--- src/rtl/serial_rx_fc.sv ---
`timescale 1ns/1ps
module serial_rx_fc #(
  parameter int DEPTH = 3,
  parameter int OVS   = 16
) (
  input  logic       clk,
  input  logic       rst_n,
  input  logic       tick16,
  input  logic       rxd,
  input  logic [1:0] char_len,
  input  logic [1:0] par_mode,
  input  logic       par_odd,
  input  logic       rts_auto,
  input  logic       irq_on_full,
  input  logic       err_block,
  input  logic       cmd_enable,
  input  logic       cmd_disable,
  input  logic       cmd_reset,
  input  logic       cmd_clr_err,
  input  logic       cmd_clr_brk,
  input  logic       rd_pop,
  output logic [7:0] rd_data,
  output logic [7:0] status,
  output logic       irq,
  output logic       rts_n,
  output logic       brk_chg
);
  localparam int CW  = $clog2(OVS);
  localparam int PW  = (DEPTH > 1) ? $clog2(DEPTH) : 1;
  localparam int NW  = $clog2(DEPTH + 1);
  localparam int MID = OVS / 2 - 1;

  typedef enum logic [2:0] {S_IDLE, S_START, S_DATA, S_PAR, S_STOP, S_WAITHI} st_t;

  st_t           st;
  logic [CW-1:0] sc;
  logic [2:0]    bi;
  logic [7:0]    sh;
  logic          pbit, en, holdv, ovr;
  logic [10:0]   mem [DEPTH];
  logic [10:0]   hold, pv;
  logic [PW-1:0] rp, wp;
  logic [NW-1:0] cnt;
  logic [2:0]    acc;
  logic          push;

  function automatic logic [PW-1:0] nxt(input logic [PW-1:0] p);
    return (p == PW'(DEPTH - 1)) ? '0 : p + 1'b1;
  endfunction

  wire [2:0] last    = 3'd4 + {1'b0, char_len};
  wire       has_par = (par_mode != 2'b10);
  wire       bit_end = tick16 && (sc == CW'(OVS - 1));
  wire       done    = en && !cmd_reset && (st == S_STOP) && bit_end;
  wire       pe      = (par_mode == 2'b00) ? ((^sh ^ pbit) != par_odd) :
                       (par_mode == 2'b01) ? (pbit != par_odd) : 1'b0;
  wire       brk     = (sh == 8'd0) && !rxd && !(has_par && pbit);
  wire [10:0] newc   = {brk, !rxd, pe, sh};
  wire       full    = (cnt == NW'(DEPTH));
  wire       nempty  = (cnt != '0);
  wire       do_pop  = rd_pop && nempty;
  wire       to_hold = done && full && !(!holdv && do_pop);
  wire       brk_end = en && (st == S_WAITHI) && tick16 && rxd;

  always_ff @(posedge clk or negedge rst_n)
    if (!rst_n) en <= 1'b0;
    else if (cmd_reset || cmd_disable) en <= 1'b0;
    else if (cmd_enable) en <= 1'b1;

  always_ff @(posedge clk or negedge rst_n) begin
    if (!rst_n) begin
      st <= S_IDLE; sc <= '0; bi <= '0; sh <= '0; pbit <= 1'b0;
    end else if (cmd_reset || !en) begin
      st <= S_IDLE;
    end else if (tick16) begin
      case (st)
        S_IDLE: if (!rxd) begin
          st <= S_START; sc <= CW'(1); sh <= '0; pbit <= 1'b0; bi <= '0;
        end
        S_START: if (sc == CW'(MID)) begin
          st <= rxd ? S_IDLE : S_DATA; sc <= '0;
        end else sc <= sc + 1'b1;
        S_DATA: if (bit_end) begin
          sh[bi] <= rxd; sc <= '0; bi <= bi + 1'b1;
          if (bi == last) st <= has_par ? S_PAR : S_STOP;
        end else sc <= sc + 1'b1;
        S_PAR: if (bit_end) begin
          pbit <= rxd; sc <= '0; st <= S_STOP;
        end else sc <= sc + 1'b1;
        S_STOP: if (bit_end) begin
          sc <= '0; st <= brk ? S_WAITHI : S_IDLE;
        end else sc <= sc + 1'b1;
        S_WAITHI: if (rxd) st <= S_IDLE;
        default: st <= S_IDLE;
      endcase
    end
  end

  always_ff @(posedge clk or negedge rst_n)
    if (!rst_n) brk_chg <= 1'b0;
    else if ((done && brk) || brk_end) brk_chg <= 1'b1;
    else if (cmd_clr_brk) brk_chg <= 1'b0;

  always_comb begin
    push = 1'b0;
    pv   = newc;
    if (holdv && do_pop) begin
      push = 1'b1;
      pv   = hold;
    end else if (done && (!full || do_pop)) push = 1'b1;
  end

  always_ff @(posedge clk) begin
    if (push) mem[wp] <= pv;
    if (to_hold) hold <= newc;
  end

  always_ff @(posedge clk or negedge rst_n) begin
    if (!rst_n) begin
      rp <= '0; wp <= '0; cnt <= '0; holdv <= 1'b0; ovr <= 1'b0; acc <= '0;
    end else if (cmd_reset) begin
      rp <= '0; wp <= '0; cnt <= '0; holdv <= 1'b0; ovr <= 1'b0; acc <= '0;
    end else begin
      if (do_pop) rp <= nxt(rp);
      if (push) wp <= nxt(wp);
      cnt <= cnt + NW'(push) - NW'(do_pop);
      acc <= (cmd_clr_err ? 3'b000 : acc) | (push ? pv[10:8] : 3'b000);
      ovr <= (ovr && !cmd_clr_err) || to_hold;
      if (to_hold) holdv <= 1'b1;
      else if (holdv && do_pop) holdv <= 1'b0;
    end
  end

  wire [2:0] head_f = nempty ? mem[rp][10:8] : 3'b000;
  assign rd_data = mem[rp][7:0];
  assign status  = {err_block ? acc : head_f, ovr, 2'b00, full, nempty};
  assign irq     = irq_on_full ? full : nempty;
  assign rts_n   = rts_auto && full;

  assert_depth_bound_R7: assert property (@(posedge clk) disable iff (!rst_n)
    cnt <= NW'(DEPTH));
  assert_pop_shrinks_R7: assert property (@(posedge clk) disable iff (!rst_n)
    (do_pop && !push && !cmd_reset) |=> (cnt == $past(cnt) - NW'(1)));
  assert_park_only_full_R8: assert property (@(posedge clk) disable iff (!rst_n)
    holdv |-> full);
  assert_overrun_full_R8: assert property (@(posedge clk) disable iff (!rst_n)
    $rose(ovr) |-> full);
  assert_reset_flush_R13: assert property (@(posedge clk) disable iff (!rst_n)
    cmd_reset |=> (cnt == '0 && !holdv && !en && !ovr));
  assert_break_hold_R6: assert property (@(posedge clk) disable iff (!rst_n)
    (st == S_WAITHI && !rxd) |=> (st == S_WAITHI || st == S_IDLE) && !done);
endmodule

--- config.mk ---
export PLATFORM = sky130hd
export DESIGN_NAME = serial_rx_fc
export DESIGN_NICKNAME = d
export VERILOG_FILES = /design/src/rtl/serial_rx_fc.sv
export SDC_FILE = /design/constraint.sdc
export NUM_CORES = 1
export LEC_CHECK = 0
export ABC_AREA = 1
export BUFFER_PORTS_ARGS = -buffer_cell sky130_fd_sc_hd__buf_4
export CAP_MARGIN = 0
export CELL_PAD_IN_SITES_DETAIL_PLACEMENT = 1
export CELL_PAD_IN_SITES_GLOBAL_PLACEMENT = 1
export CORE_ASPECT_RATIO = 2
export CORE_MARGIN = 1.5
export CORE_UTILIZATION = 45
export CTS_CLUSTER_DIAMETER = 80
export DETAILED_ROUTE_END_ITERATION = 16
export MAX_ROUTING_LAYER = met4
export PLACE_DENSITY_LB_ADDON = 0.1
export SYNTH_ARGS = -nofsm -noshare
export SYNTH_HDL_FRONTEND = slang
export SYNTH_SLANG_ARGS = --single-unit
--- constraint.sdc ---
create_clock -name clk -period 6.6 [get_ports clk]
set_clock_uncertainty 0.15 [all_clocks]
set_input_delay 1.32 -clock clk [delete_from_list [all_inputs] [get_ports clk]]
set_output_delay 1.32 -clock clk [all_outputs]
set_load 0.02 [all_outputs]
==> results by group <==
Cells and area
  • Fraction of layout cells with a size suffix above 1: 0.151
  • Ant diodes: 0
  • Most frequent cells in the layout: nand2_1 (114), inv_1 (48), edfxtp_1 (44)
  • Area of the multi-input gates: 0.00139 mm^2
  • P&R area growth vs syn: 15.7%
  • Register area: 0.00212 mm^2
  • Fill cells: 1002
  • Post-layout nets: 483
  • Commonest non-fill, non-tap cell in the layout: nand2_1

Run status
  • Outcome: finished clean

Pwr
  • Comb power frac: 0.046
  • P_sw: 0.000218 W
  • Clock power share: 0.459
  • Share of power burned in registers: 0.495
  • Power per cell area: 234 mW/mm^2
  • Max VDD drop: 188 uV
  • Internal power: 0.000812 W
  • Pleak: 1.82 nW
  • Switching Fraction: 0.212

Routing
  • Total Wirelength: 9.05 mm
  • Vias/cell: 5.32
  • DRT antenna net count: 0
  • Avg WL per Cell: 16.1 um
  • Top routing layer in use: met4
  • Drt first-iter violations: 174
  • Met1 WL: 3.15 mm
  • Detailed-route via count: 2984
  • DRC viols: 0
  • DRT Pass-1 Iters: 4
  • Met2 wire length: 5.49 mm
  • WL met3: 208 um

Worst setup path
  • Worst Setup Start Kind: flip-flop
  • Critical path origin: rp[1]
  • Arrival time worst endpoint: 2.25 ns
  • Worst reg2reg path depth: 9
  • Critical Path, Cell by Cell: nor2_1, a22o_1, a21oi_1, o21ai_0, buf_4
  • CP required: 5.13 ns
  • Kind of critical path: flip-flop to primary output
  • Reg-to-Reg Start: cnt[1]
  • Reg2Reg Setup Slack: 3.75 ns
  • Slowest stage delay, CP: 0.70 ns
  • Worst Setup EP: status[6]
  • Reg2reg end: mem[1][4]
  • Nature of the critical path endpoint: primary output
  • Maximum fanout along the worst path: 14
  • Slowest cell on crit path: nor2_1

Yosys
  • Sequential element share of the synthesized area: 0.559
  • Seq cells post-synth: 76
  • Mapped Cells: 425
  • Synth cell types: 35
  • Synth warnings: 0
  • Post-synth EDFFs: 44
  • Primary FF master, synth: edfxtp_1
  • Asr flop ratio synth: 0.421
  • Cell Area, Synth: 0.00380 mm^2
  • Syn avg cell area: 8.94 um^2

Timing
  • Max Clk Rate: 0.269 GHz
  • TNS Setup: 0 ns
  • Worst hold slack: 0.332 ns
  • Setup-failing EPs final: 0
  • Pins Over Slew Limit: 0
  • Worst slew pin tran: 1.02 ns
  • Relative slew margins: 0.317
  • Fin crit share: 0.563
  • Minimum clock period after layout: 3.72 ns
  • Fin. Hold Viols: 0
  • RSZ-0062 raised after global routing: no

Global route
  • Gr usage total: 0.227
  • First-pass GRT wire length: 14.8 mm
  • Initial antenna violation count: 0
  • Largest net degree at the start of global routing: 33
  • Vias in the first global route: 3192
  • Total grt overflow: 0

Floorplan
  • Initial core utilization: 0.461
  • Ports: 37
  • Rows: 47
  • Die height: 133 um
  • Area of the die: 0.00903 mm^2
  • Core Box Area: 0.00823 mm^2
  • Die width: 68.0 um

CTS
  • Hold_buf cts: 0
  • Clock Path Buffers: 2
  • Setup Buffers After CTS: 0
  • TritonCTS buffer count: 9
  • CTS tree: yes
  • H-tree Lvls: 3
  • Clk root buf: clkbuf_16
  • Num Clock Sinks: 76
  • Clk Latency, worst-skew pair: 0.33 ns
  • Clock-pin slew on the worst setup and hold paths: 0.06 ns
  • Resized cells post-CTS: 0

Placement
  • Hpwl dp: 7.01 mm
  • Buffers on Ports: 34
  • Placer congestion estimate: 0.873

Min path
  • Hold/Removal Path Class: flip-flop to flip-flop

Job
  • Max-cap viol count: 0
## power groups by stage
stage               registers (W)  clock network (W)  logic (W)
floorplan                0.000517                  0  0.0000299
global placement         0.000519                  0  0.0000463
detailed placement       0.000519                  0  0.0000475
CTS                      0.000510           0.000479  0.0000479
global route             0.000510           0.000499  0.0000530
finish                   0.000510           0.000473  0.0000470
## cell families (layout without fill, tap and decap cells)
family,Yosys count,count (layout),synth area share
other,1,2,0.000987
xor gates and xnor gates,3,3,0.00692
AOI/OAI and AO/OA,65,65,0.0926
adders and majority gates,7,7,0.0231
DFF,76,76,0.559
and+or+nand+nor,205,205,0.241
buffers and inverters,68,105,0.0764
## flip-flops by register name (all words and copies together) (netlist names)
signal   cells
holdv        1
hold        11
sh           8
mem         33
acc          3
cnt          2
wp           2
bi           3
pbit         1
en           1
sc           4
ovr          1
rp           2
brk_chg      1
st           3
## Yosys cell counts (3+ instances only)
library cell  instances  area share
nand2_1             114        0.11
xor2_1                3      0.0069
inv_1                48       0.047
ha_1                  7       0.023
nand3_1              37       0.049
o21ai_0              28       0.037
o21ai_1              10       0.013
a22o_1                3      0.0069
buf_2                 4      0.0053
nand4_1               5      0.0082
nor2_1               24       0.024
edfxtp_1             44        0.35
buf_4                 6       0.012
nor3_1                7      0.0092
dfrtp_1              32        0.21
nand2_2               7       0.012
a21oi_1              18       0.024
clkbuf_1              5      0.0049
or2_2                 4      0.0066
## metal layers
metal / GRT usage / up-vias
met5: - / -
met4: 0.0844 / 0
met3: 0.0476 / 16
met2: 0.433 / 38
met1: 0.204 / 1463
li1: - / 1467
## layout make-up
class                           instances  area share
Sequential cell                        76       0.483
Multi-Input combinational cell        282       0.316
Timing Repair Buffer                   37      0.0632
Inverter                               52      0.0444
Clock inverter                          5      0.0122
Tap cell                               98      0.0279
Clock buffer                           11      0.0530
## stage by stage
stage	power (W)	cell area [um^2]	setup WS, ns	utilization	cells
floorplan	0.000546	3800	3.01	-	426
global placement	0.000565	4110	3.01	0.499	545
detailed placement	0.000567	4110	2.83	0.499	545
CTS	0.00104	4390	2.81	0.534	561
global route	0.00106	4390	2.70	0.534	561
finish	0.00103	4390	2.88	0.534	561
## critical path: cells and delay by family (launching register included)
kind | cells | cell delay (ns)
compound gates | 3 | 0.48
buf+inv | 1 | 0.17
flops | 1 | 0.55
simple gates | 1 | 0.70
## worst min path at each step
stage          slack, ns  cells past startpoint  endpoint  start
2_1_floorplan       0.29                      0   hold[7]  sh[7]
3_3_place_gp        0.31                      0   hold[5]  sh[5]
3_5_place_dp        0.32                      0   hold[1]  sh[1]
4_1_cts             0.33                      0   hold[1]  sh[1]
5_1_grt             0.35                      0   hold[1]  sh[1]
6_report            0.33                      0   hold[2]  sh[2]
Power figures use the tool's default switching activity.
